$ cat config.mk
export PLATFORM = sky130hd
export DESIGN_NAME = secattr_decoder
export DESIGN_NICKNAME = d
export VERILOG_FILES = /design/src/rtl/secattr_pkg.sv /design/src/rtl/secattr_cfg.sv /design/src/rtl/secattr_attr.sv /design/src/rtl/secattr_fold.sv /design/src/rtl/secattr_target.sv /design/src/rtl/secattr_decoder.sv
export SDC_FILE = /design/constraint.sdc
export NUM_CORES = 1
export LEC_CHECK = 0
export BUFFER_PORTS_ARGS = -buffer_cell sky130_fd_sc_hd__buf_2
export CAP_MARGIN = 20
export CORE_MARGIN = 1.5
export CORE_UTILIZATION = 32
export DETAILED_ROUTE_END_ITERATION = 16
export PLACE_DENSITY = 0.88
export REMOVE_ABC_BUFFERS = 1
export SYNTH_ARGS = -nofsm -noshare
export SYNTH_HDL_FRONTEND = slang
export SYNTH_SLANG_ARGS = --single-unit
$ cat constraint.sdc
create_clock -name clk -period 2.4 [get_ports clk]
set_input_delay 0 -clock clk [delete_from_list [all_inputs] [get_ports clk]]
set_output_delay 0 -clock clk [all_outputs]
set_load 0.005 [all_outputs]
$ cat src/rtl/secattr_pkg.sv
package secattr_pkg;

    typedef enum logic [3:0] {
        TGT_NONE     = 4'd0,
        TGT_SRAM     = 4'd1,
        TGT_TIMER0   = 4'd2,
        TGT_TIMER1   = 4'd3,
        TGT_DUALTMR  = 4'd4,
        TGT_SYSINFO  = 4'd5,
        TGT_SLOWTMR  = 4'd6,
        TGT_SECCTL   = 4'd7,
        TGT_NSWDOG   = 4'd8,
        TGT_MPCREG   = 4'd9,
        TGT_SYSCTL   = 4'd10,
        TGT_SLOWWDOG = 4'd11,
        TGT_SWDOG    = 4'd12
    } target_e;

endpackage

$ cat src/rtl/secattr_cfg.sv
module secattr_cfg #(
    parameter int REG_W = 32,
    parameter int CFG_W = 2
) (
    input  logic             clk,
    input  logic             rst_n,
    input  logic             wr_en,
    input  logic [REG_W-1:0] wr_data,
    output logic [CFG_W-1:0] cfg_q,
    output logic [REG_W-1:0] rd_data
);

    logic unused_wr_hi;
    assign unused_wr_hi = ^wr_data[REG_W-1:CFG_W];

    always_ff @(posedge clk) begin
        if (!rst_n) begin
            cfg_q <= '0;
        end else if (wr_en) begin
            cfg_q <= wr_data[CFG_W-1:0];
        end
    end

    always_comb begin
        rd_data = '0;
        rd_data[CFG_W-1:0] = cfg_q;
    end

endmodule

$ cat src/rtl/secattr_attr.sv
module secattr_attr #(
    parameter int          ADDR_W       = 32,
    parameter int          REGION_W     = 4,
    parameter int          CFG_W        = 2,
    parameter logic [31:0] EXEMPT_MASK  = 32'hEFF0_0000,
    parameter logic [31:0] EXEMPT_MATCH = 32'hE000_0000
) (
    input  logic [ADDR_W-1:0]   addr,
    input  logic [CFG_W-1:0]    cfg,
    output logic [REGION_W-1:0] region,
    output logic                nonsec,
    output logic                nsc,
    output logic                exempt
);

    logic [CFG_W-1:0] nsc_hit;

    assign region = addr[ADDR_W-1 -: REGION_W];
    assign nonsec = ~region[0];

    // configuration bit i enables callable marking of odd region 2*i+1
    for (genvar i = 0; i < CFG_W; i++) begin : g_nsc
        assign nsc_hit[i] = cfg[i] && (region == REGION_W'(2 * i + 1));
    end

    assign nsc    = |nsc_hit;
    assign exempt = ((addr & ADDR_W'(EXEMPT_MASK)) == ADDR_W'(EXEMPT_MATCH));

endmodule

$ cat src/rtl/secattr_fold.sv
module secattr_fold #(
    parameter int ADDR_W    = 32,
    parameter int REGION_W  = 4,
    parameter int ALIAS_TOP = 5
) (
    input  logic [ADDR_W-1:0] addr,
    output logic [ADDR_W-1:0] folded,
    output logic              in_alias
);

    localparam int SEC_BIT = ADDR_W - REGION_W;

    logic [REGION_W-1:0] region;

    assign region   = addr[ADDR_W-1 -: REGION_W];
    assign in_alias = region[0] && (region <= REGION_W'(ALIAS_TOP));

    always_comb begin
        folded = addr;
        if (in_alias) begin
            folded[SEC_BIT] = 1'b0;
        end
    end

endmodule

$ cat src/rtl/secattr_target.sv
module secattr_target
    import secattr_pkg::*;
#(
    parameter int ADDR_W    = 32,
    parameter int PAGE_BITS = 12,
    parameter int SRAM_LOG2 = 15,
    parameter int PAGE_W    = ADDR_W - PAGE_BITS
) (
    input  logic [PAGE_W-1:0] raw_page,
    input  logic [PAGE_W-1:0] fold_page,
    output target_e           target,
    output logic              override_hit
);

    localparam int SRAM_HI_W = ADDR_W - SRAM_LOG2;

    // pages reachable through the folded address
    localparam logic [PAGE_W-1:0] PG_TIMER0  = PAGE_W'(32'h4000_0000 >> PAGE_BITS);
    localparam logic [PAGE_W-1:0] PG_TIMER1  = PAGE_W'(32'h4000_1000 >> PAGE_BITS);
    localparam logic [PAGE_W-1:0] PG_DUALTMR = PAGE_W'(32'h4000_2000 >> PAGE_BITS);
    localparam logic [PAGE_W-1:0] PG_SYSINFO = PAGE_W'(32'h4002_0000 >> PAGE_BITS);
    localparam logic [PAGE_W-1:0] PG_SLOWTMR = PAGE_W'(32'h4002_F000 >> PAGE_BITS);
    localparam logic [PAGE_W-1:0] PG_SECCTL  = PAGE_W'(32'h4008_0000 >> PAGE_BITS);
    localparam logic [PAGE_W-1:0] PG_NSWDOG  = PAGE_W'(32'h4008_1000 >> PAGE_BITS);

    // pages present only in the secure window, checked on the raw address
    localparam logic [PAGE_W-1:0] PG_S_SECCTL   = PAGE_W'(32'h5008_0000 >> PAGE_BITS);
    localparam logic [PAGE_W-1:0] PG_S_MPCREG   = PAGE_W'(32'h5008_3000 >> PAGE_BITS);
    localparam logic [PAGE_W-1:0] PG_S_SYSCTL   = PAGE_W'(32'h5002_1000 >> PAGE_BITS);
    localparam logic [PAGE_W-1:0] PG_S_SLOWWDOG = PAGE_W'(32'h5002_E000 >> PAGE_BITS);
    localparam logic [PAGE_W-1:0] PG_S_SWDOG    = PAGE_W'(32'h5008_1000 >> PAGE_BITS);

    localparam logic [SRAM_HI_W-1:0] SRAM_TAG = SRAM_HI_W'(32'h2000_0000 >> SRAM_LOG2);

    target_e ovr_tgt;
    target_e mir_tgt;

    always_comb begin
        unique case (raw_page)
            PG_S_SECCTL:   ovr_tgt = TGT_SECCTL;
            PG_S_MPCREG:   ovr_tgt = TGT_MPCREG;
            PG_S_SYSCTL:   ovr_tgt = TGT_SYSCTL;
            PG_S_SLOWWDOG: ovr_tgt = TGT_SLOWWDOG;
            PG_S_SWDOG:    ovr_tgt = TGT_SWDOG;
            default:       ovr_tgt = TGT_NONE;
        endcase
    end

    always_comb begin
        unique case (fold_page)
            PG_TIMER0:  mir_tgt = TGT_TIMER0;
            PG_TIMER1:  mir_tgt = TGT_TIMER1;
            PG_DUALTMR: mir_tgt = TGT_DUALTMR;
            PG_SYSINFO: mir_tgt = TGT_SYSINFO;
            PG_SLOWTMR: mir_tgt = TGT_SLOWTMR;
            PG_SECCTL:  mir_tgt = TGT_SECCTL;
            PG_NSWDOG:  mir_tgt = TGT_NSWDOG;
            default: begin
                if (fold_page[PAGE_W-1 -: SRAM_HI_W] == SRAM_TAG) begin
                    mir_tgt = TGT_SRAM;
                end else begin
                    mir_tgt = TGT_NONE;
                end
            end
        endcase
    end

    assign override_hit = (ovr_tgt != TGT_NONE);
    assign target       = override_hit ? ovr_tgt : mir_tgt;

endmodule

$ cat src/rtl/secattr_decoder.sv
module secattr_decoder
    import secattr_pkg::*;
#(
    parameter int ADDR_W    = 32,
    parameter int REGION_W  = 4,
    parameter int CFG_W     = 2,
    parameter int PAGE_BITS = 12,
    parameter int SRAM_LOG2 = 15,
    parameter int ALIAS_TOP = 5
) (
    input  logic              clk,
    input  logic              rst_n,
    input  logic              cfg_wr_en,
    input  logic [31:0]       cfg_wr_data,
    output logic [31:0]       cfg_rd_data,
    input  logic [ADDR_W-1:0] addr_in,
    output logic [REGION_W-1:0] region_id,
    output logic              is_nonsec,
    output logic              is_nsc,
    output logic              is_exempt,
    output logic [ADDR_W-1:0] phys_addr,
    output logic [3:0]        target_sel,
    output logic              no_target
);

    localparam int PAGE_W = ADDR_W - PAGE_BITS;

    logic [CFG_W-1:0]  cfg_q;
    logic [ADDR_W-1:0] folded;
    logic              in_alias;
    logic              override_hit;
    target_e           tgt;

    secattr_cfg #(.REG_W(32), .CFG_W(CFG_W)) u_cfg (
        .clk     (clk),
        .rst_n   (rst_n),
        .wr_en   (cfg_wr_en),
        .wr_data (cfg_wr_data),
        .cfg_q   (cfg_q),
        .rd_data (cfg_rd_data)
    );

    secattr_attr #(.ADDR_W(ADDR_W), .REGION_W(REGION_W), .CFG_W(CFG_W)) u_attr (
        .addr   (addr_in),
        .cfg    (cfg_q),
        .region (region_id),
        .nonsec (is_nonsec),
        .nsc    (is_nsc),
        .exempt (is_exempt)
    );

    secattr_fold #(.ADDR_W(ADDR_W), .REGION_W(REGION_W), .ALIAS_TOP(ALIAS_TOP)) u_fold (
        .addr     (addr_in),
        .folded   (folded),
        .in_alias (in_alias)
    );

    secattr_target #(
        .ADDR_W(ADDR_W), .PAGE_BITS(PAGE_BITS), .SRAM_LOG2(SRAM_LOG2), .PAGE_W(PAGE_W)
    ) u_tgt (
        .raw_page     (addr_in[ADDR_W-1:PAGE_BITS]),
        .fold_page    (folded[ADDR_W-1:PAGE_BITS]),
        .target       (tgt),
        .override_hit (override_hit)
    );

    // secure-only targets keep their own address; mirrors use the fold
    assign phys_addr  = (override_hit || !in_alias) ? addr_in : folded;
    assign target_sel = tgt;
    assign no_target  = (tgt == TGT_NONE);

endmodule

# After elaboration in Yosys (flattened, before gate mapping)
# Index checks and enable logic that the tools add are counted.
# op_classes
muxes,6
eq_ne,16
multipliers,0
shifts,0
div_mod_pow,0
reduce_logical,8
magnitude_cmp,1
bitwise,1
n_addsub,0
# op_table
operator,n
$eq 20x19->1 const B,12
$mux 29,1
$pmux 4 s7,1
$pmux 4 s5,1
$eq 17x15->1 const B,1
$eq 11x11->1 const B,1
$eq 4x1->1 const B,1
$eq 4x2->1 const B,1
$le 4x3->1 const B,1
$logic_not 4->1,1
$mux 4,1
$reduce_bool 4->1,1
$logic_and 1x1->1,3
$mux 1,2
$reduce_or 2->1,1
$logic_not 1->1,1
$logic_or 1x1->1,1
$not 1->1,1
# word_totals
reg_bits,2
n_memories,0
romBits,0
out_inout_bits,76
ram_bits,0
latch_bits,0
in_bits,67

# Longest topological paths before layout
# Gate-level depths: netlist (run 1).
# depth
ltp_word,8
mapped_depth,7
mapped_depth_nobuf,6

# Modules after synthesis
# From an unflattened synthesis (run 1), not the netlist that was laid out.
# unflattened
hier_cells,185
hier_area_um2,1604.0
# modules_own_cells
mod,cells_per_inst,area_per_inst_um2,instances
secattr_decoder,38,564.3,1
secattr_target,63,386.6,1
secattr_cfg,39,316.6,1
secattr_fold,34,254.0,1
secattr_attr,11,82.6,1

# Worst setup path before layout (run 1)
# Ideal clock, no wire load.
# synth_timing
path_type,input -> output
startpoint,in addr_in[17]
endpoint,out no_target
path_stages,7
arrival_ns,1.645
required_ns,2.400
slack_ns,0.755
cell_sequence,buf_6 > or4b_4 > or4_1 > nand4b_1 > a22o_2 > a21oi_2 > nor4_2
# synth_via
elab_chain_cells,5
# synth_lines
element,line,text
from (decl),secattr_decoder.sv:16,"input logic [ADDR_W-1:0] addr_in,"
$eq 20x19->1,secattr_target.sv:39,unique case (raw_page)
$pmux 4 s5,secattr_target.sv:39,
$reduce_bool 4->1,secattr_target.sv:68,assign override_hit = (ovr_tgt != TGT_NONE);
$mux 4 (*),secattr_target.sv:69,assign target = override_hit ? ovr_tgt : mir_tgt;
named net target_sel[1],secattr_decoder.sv:22,"output logic [3:0] target_sel,"
$logic_not 4->1 (*),secattr_decoder.sv:70,assign no_target = (tgt == TGT_NONE);
to (decl),secattr_decoder.sv:23,output logic no_target
# The timed path passes the listed nets; every way through them passes the cells marked *.

# Final worst setup path (run 1)
# layout_timing
startpoint,in addr_in[19]
endpoint,out no_target
# layout_via
elab_chain_cells,5
# layout_lines
element,line
$eq 20x19->1 or $eq 17x15->1 (tied branches),"secattr_target.sv:39, secattr_target.sv:59"
$pmux 4 s5 or $mux 1 (tied branches),"secattr_target.sv:39, secattr_target.sv:59"
$reduce_bool 4->1 or $pmux 4 s7 (tied branches),"secattr_target.sv:68, secattr_target.sv:50"
$mux 4 (*),secattr_target.sv:69
$logic_not 4->1 (*),secattr_decoder.sv:70
# Mark *: on every way between the ends. The rest lies on a longest branch, timed or not.

==> results_dict.tcl, run 1 <==
set metrics [dict create \
    status "complete, no violations" \
    fmax_mhz 516 \
    place_congestion 0.817 \
    cts_tree "yes" \
    ys_seq_area_share_pct 4.27 \
    drtAntennaViolNets 0 \
    p_leak_nw 0.472 \
    r2r_slack_ps 1790 \
    rows 19 \
    die_y_um 57.1 \
    reg_top3 "u_cfg.cfg_q x2" \
    finalClockSkew_ps 0 \
    async_flop_share_pct 0 \
    dr_total_vias 880 \
    cpMaxStageDelayCell "or4b_4" \
    worst_hold_path_type "in2out" \
    synth_ff_type "dfxtp_1" \
    min_period_ps 1940 \
    grt_use_total_pct 18.0 \
    wl_um 3080 \
    ys_warn_count 0 \
    synth_cell_types 33 \
    whs_ps 0.340 \
    rsz0062_at_grt "false" \
    design_area_um2 891 \
    drc_errors 0 \
    synth_edf_count 0 \
    cp_top_family "simple AND/OR/NAND/NOR gates" \
    cap_violations 0 \
    grt_overflow_total 0 \
    max_stage_delay_ps 560 \
    critPathArrivalTime_ps 1940 \
    clockBufferDepth 2 \
    post_cts_buffers 0 \
    worstPathRequired_ps 2400 \
    h-tree-depth 1 \
    portBuffers 58 \
    crit_cells 8 \
    dpl_cell_area_um2 868 \
    fillers 332 \
    grt_max_degree 15 \
    core_area_mm2 0.00276 \
    seq_area_um2 40.0 \
    syn_inst 133 \
    area_delta_synth_final_pct -4.94 \
    fin_crit_sh_pct 80.8 \
    crit-reg2reg-launch "u_cfg.cfg_q[1]" \
    cts_resized 0 \
    ys_ff_latch 2 \
    antenna_found_initial 0 \
    netlist_area_um2 937 \
    worst_ir_drop_vdd_mv 0.142 \
    n_antenna_cell 0 \
    p_per_area_mw_per_mm2 239 \
    setup_viol 0 \
    drt-initial-drc-count 22 \
    drive_gt1_share_pct 41.9 \
    initial_utilization_pct 34.0 \
    postCtsHoldBufs 0 \
    setup_tns_ps 0 \
    rr_endpoint "u_cfg.cfg_q[1]" \
    crit_path_max_fanout 10 \
    largest_register "u_cfg.cfg_q" \
    cts_sinks 2 \
    final_nets 224 \
    synth_area_per_cell_um2 7.05 \
    grt_pass1_vias 687 \
    floorplan.die_area_mm2 0.00326 \
    hold_violations 0 \
    cp-endpoint "no_target" \
    slew_headroom_pct 67.5 \
    cts_buffers 3 \
    via_per_inst 4.73 \
    finalPower_mw 0.212 \
    clk_latency_ps 220 \
    end_kind "output pin" \
    path_cells "buf_2 -> or4b_4 -> or4_1 -> nand4b_1 -> a22o_2 -> a21oi_2 -> nor4_2 -> buf_2" \
    tightest_slew_ps 481 \
    start_kind "input pin" \
    crit_top_cell "buf_2" \
    wl_per_cell_um 16.5 \
    worstSetupPathType "in2out" \
    first_pass_iters 4 \
    largest_reg_flops 2 \
    cts-root-buf "clkbuf_4" \
    critPathBufInv 2 \
    crit_path_start "addr_in[19]" \
    hpwl_um 2750 \
    reg2reg_depth 2 \
    final-max-slew-violation-count 0 \
    io_pins 143 \
    multiInputGateArea_um2 492 \
    grt_pass1_wl_um 4170 \
    die_w_um 57.1 \
]
-- area by class of cell --
cell class                      instances  area share [%]
Inverter                                2           0.843
Sequential cell                         2            4.49
Multi-Input combinational cell         90            55.2
Timing Repair Buffer                   58            32.6
Tap cell                               31            4.35
Clock buffer                            3            2.53
-- layout by cell type, fill, tap and decap left out, types with 2 or more instances in the layout --
master,netlist,routed
buf_2,0,58
conb_1,1,30
nor2_1,6,6
nand2_1,5,5
a21oi_1,5,5
nor3_1,4,4
nand3_1,4,4
o21ai_0,4,4
nor2b_1,3,3
nand4_1,3,3
nor4_1,3,3
mux2i_1,3,3
clkbuf_4,0,3
nor4b_1,2,2
inv_1,2,2
xor2_1,2,2
a31oi_1,2,2
dfxtp_1,2,2
-- worst register-to-register path, cell delays in order (launching register included) --
cell and delay [ps]:
dfxtp_1 310, mux2i_1 130, nor2b_1 60
-- metrics by stage --
| stage | utilization, % | setup slack [ps] | cells |
|---|---|---|---|
| after floorplan | - | 790 | 94 |
| after detailed placement | 31.5 | 458 | 183 |
| after global routing | 32.3 | 305 | 186 |
| after global placement | 31.5 | 489 | 183 |
| final | 32.3 | 461 | 186 |
| after CTS | 32.3 | 458 | 186 |
-- power breakdown --
| part | total (mW) | internal [mW] | switching (mW) | leakage [nW] |
|---|---|---|---|---|
| sequential | 0.0369 | 0.0355 | 0.00135 | 0.0165 |
| combinational | 0.102 | 0.0420 | 0.0600 | 0.441 |
| clock | 0.0735 | 0.0551 | 0.0184 | 0.0138 |
-- per-layer routing --
metal  GRT usage [%]  part of all wire [%]  vias to the layer above
met5               0                     0                        -
met4            3.99                     0                        0
met3            15.6                    19                        0
met2            33.8                    54                       83
met1            13.5                    27                      392
li1                -                     -                      405
-- cell families after synthesis --
logic type | Yosys count | synth area share (%)
flops | 2 | 4.27
compound gates | 18 | 12.2
xor+xnor | 2 | 1.87
buf+inv | 70 | 54.9
other cells | 1 | 0.400
mux | 3 | 3.20
simple gates | 37 | 23.2
-- cells in the mapped netlist (2+ instances only) --
| library cell | count | area, um2 |
|---|---|---|
| nor4b_1 | 2 | 17.5 |
| a21oi_1 | 5 | 25.0 |
| nor2_1 | 6 | 22.5 |
| nand3_1 | 4 | 20.0 |
| nor4_1 | 3 | 18.8 |
| o21ai_0 | 4 | 20.0 |
| dfxtp_1 | 2 | 40.0 |
| xor2_1 | 2 | 17.5 |
| mux2i_1 | 3 | 30.0 |
| nand4_1 | 3 | 18.8 |
| nor2b_1 | 3 | 18.8 |
| buf_4 | 65 | 488 |
| nand2_1 | 5 | 18.8 |
| nor3_1 | 4 | 20.0 |
| a31oi_1 | 2 | 12.5 |
| clkbuf_1 | 2 | 7.51 |
| inv_1 | 2 | 7.51 |
-- how the worst min path moves through the flow --
stage | cells past startpoint | endpoint | from
2_1_floorplan | 0 | phys_addr[0] | addr_in[0]
3_3_place_gp | 0 | phys_addr[1] | addr_in[1]
3_5_place_dp | 0 | phys_addr[1] | addr_in[1]
4_1_cts | 0 | phys_addr[1] | addr_in[1]
5_1_grt | 0 | phys_addr[1] | addr_in[1]
6_report | 0 | phys_addr[1] | addr_in[1]
(Power assumes the default switching activity.)
==> run 2: changes to the inputs <==
CORE_UTILIZATION = 27   (was 32)
PLACE_DENSITY = 0.79   (was 0.88)
clock period = 1.6 ns   (was 2.4 ns; I/O delays follow)
==> run 2 against run 1 <==
The flow now finishes with violations (negative setup slack); utilization decreased by 1.9 points; clock-buffer cell count did not move; sequential power increased by 50%; clock skew is the same; global-route usage down 4.4 points; power grew 61%; worst setup slack got worse by 670 ps; routed wire length is 16% lower; via count grew 5.6%; die area rose by 18%; critical endpoint is now phys_addr[28].
==> results_dict.tcl, run 2 (synthesis results as in run 1) <==
set metrics [dict create \
    status "complete, but fails checks" \
    failed_checks "negative setup slack" \
    drt-met1-wl_um 853 \
    end_kind "output pin" \
    worst_hold_path_type "in2out" \
    worstPathRequired_ps 1600 \
    clk_latency_ps 230 \
    setup_slack_ps -214 \
    multiInputGateArea_um2 509 \
    finalClockSkew_ps 0 \
    post_cts_buffers 0 \
    dp_slack_ps -284 \
    finalPower_mw 0.342 \
    grt_max_degree 10 \
    portBuffers 58 \
    io_pins 143 \
    path_cells "buf_6 -> or4b_4 -> or4_4 -> nand4b_1 -> buf_4 -> or2b_1 -> a21oi_1 -> buf_2" \
    drc_errors 0 \
    placed_cells 208 \
    final_nets 234 \
    cts_buffers 3 \
    fin_crit_sh_pct 113 \
    setup_viol 2 \
    via_per_inst 4.40 \
    layout_commonest_cell "buf_2" \
    rr_endpoint "u_cfg.cfg_q[0]" \
    core_area_mm2 0.00334 \
    cts_sinks 2 \
    min-delay-start "addr_in[8]" \
    wl_met2_um 1150 \
    pwr-share-comb_pct 50.7 \
    drt-initial-drc-count 13 \
    reg_top3 "u_cfg.cfg_q x2" \
    max_stage_delay_ps 530 \
    place_congestion 0.908 \
    n_antenna_cell 0 \
    h-tree-depth 1 \
    p_per_area_mw_per_mm2 337 \
    p_int_mw 0.214 \
    dr_total_vias 929 \
    final-max-slew-violation-count 0 \
    p_sw_share_pct 37.3 \
    cts-root-buf "clkbuf_4" \
    clkPwrFrac_pct 33.1 \
    cts_tree "yes" \
    instances_no_fill 211 \
    fmax_mhz 551 \
    grt_pass1_vias 782 \
    antenna_found_initial 0 \
    whs_endpoint "phys_addr[8]" \
    min_period_ps 1810 \
    hold_violations 0 \
    wl_met3_um 516 \
    cap_violations 0 \
    design_area_mm2 0.00101 \
    share_seq_of_total_power_pct 16.2 \
    grt_overflow_total 0 \
    hpwl_um 2290 \
    fillers 391 \
    first_pass_iters 4 \
    die_y_um 61.9 \
    cpMaxStageDelayCell "or4b_4" \
    wl_per_cell_um 12.2 \
    grt_use_total_pct 13.6 \
    clockBufferDepth 2 \
    whs_path_depth 0 \
    worstSetupPathType "in2out" \
    seq_area_um2 40.0 \
    dpl_cell_area_um2 962 \
    critPathArrivalTime_ps 1810 \
    p_leak_nw 0.534 \
    whs_ps 0.0209 \
    die_w_um 61.9 \
    setup_tns_ps -401 \
    r2r_slack_ps 990 \
    final_cell_mix "buf_2 (56), conb_1 (30), buf_4 (10)" \
    grt_pass1_wl_um 3720 \
    floorplan.die_area_mm2 0.00383 \
    start_kind "input pin" \
    worst_ir_drop_vdd_mv 0.221 \
    rows 21 \
    crit-reg2reg-launch "u_cfg.cfg_q[0]" \
    wl_um 2580 \
    largest_reg_flops 2 \
    crit_path_max_fanout 2 \
    cp_top_family "simple AND/OR/NAND/NOR gates" \
    area_delta_synth_final_pct 8.28 \
    drive_gt1_share_pct 47.3 \
    power.switching_mw 0.128 \
    dr.max_layer_used "met5" \
    critPathBufInv 3 \
    reg2reg_depth 2 \
    rsz0062_at_grt "true" \
    initial_utilization_pct 28.1 \
    drtAntennaViolNets 0 \
    largest_register "u_cfg.cfg_q" \
    final_util_pct 30.4 \
]
run 2: area by class of cell:
class,count,share of cell area (%)
Clock buffer,3,2.22
Inverter,2,0.740
Multi-Input combinational cell,90,50.2
Sequential cell,2,3.95
Tap cell,46,5.67
Timing Repair Buffer,68,37.2
run 2: worst max path at each step:
stage | cells past startpoint | startpoint | end
floorplan | 6 | addr_in[18] | no_target
global placement | 8 | addr_in[18] | no_target
detailed placement | 8 | addr_in[18] | no_target
CTS | 8 | addr_in[18] | phys_addr[28]
global route | 8 | addr_in[18] | phys_addr[28]
finish | 8 | addr_in[18] | phys_addr[28]
run 2: repair_timing:
item / CTS / global route
gates resized for setup: 4 / 2
endpoints found under the setup margin: 4 / 4
pin swaps: 5 / 3
hold buffers: 0 / 0
run 2: layer usage:
layer  track usage (%)  up-vias
met1              12.7      399
met4              5.17        2
met5              5.71        -
li1                  -      430
met3              10.1        4
met2              22.1       94
run 2: power by group through the flow:
stage	clock network [mW]	registers (mW)	logic (mW)
finish	0.113	0.0554	0.173
CTS	0.118	0.0555	0.171
global route	0.121	0.0558	0.197
detailed placement	0	0.0561	0.166
global placement	0	0.0560	0.163
floorplan	0	0.0561	0.0486
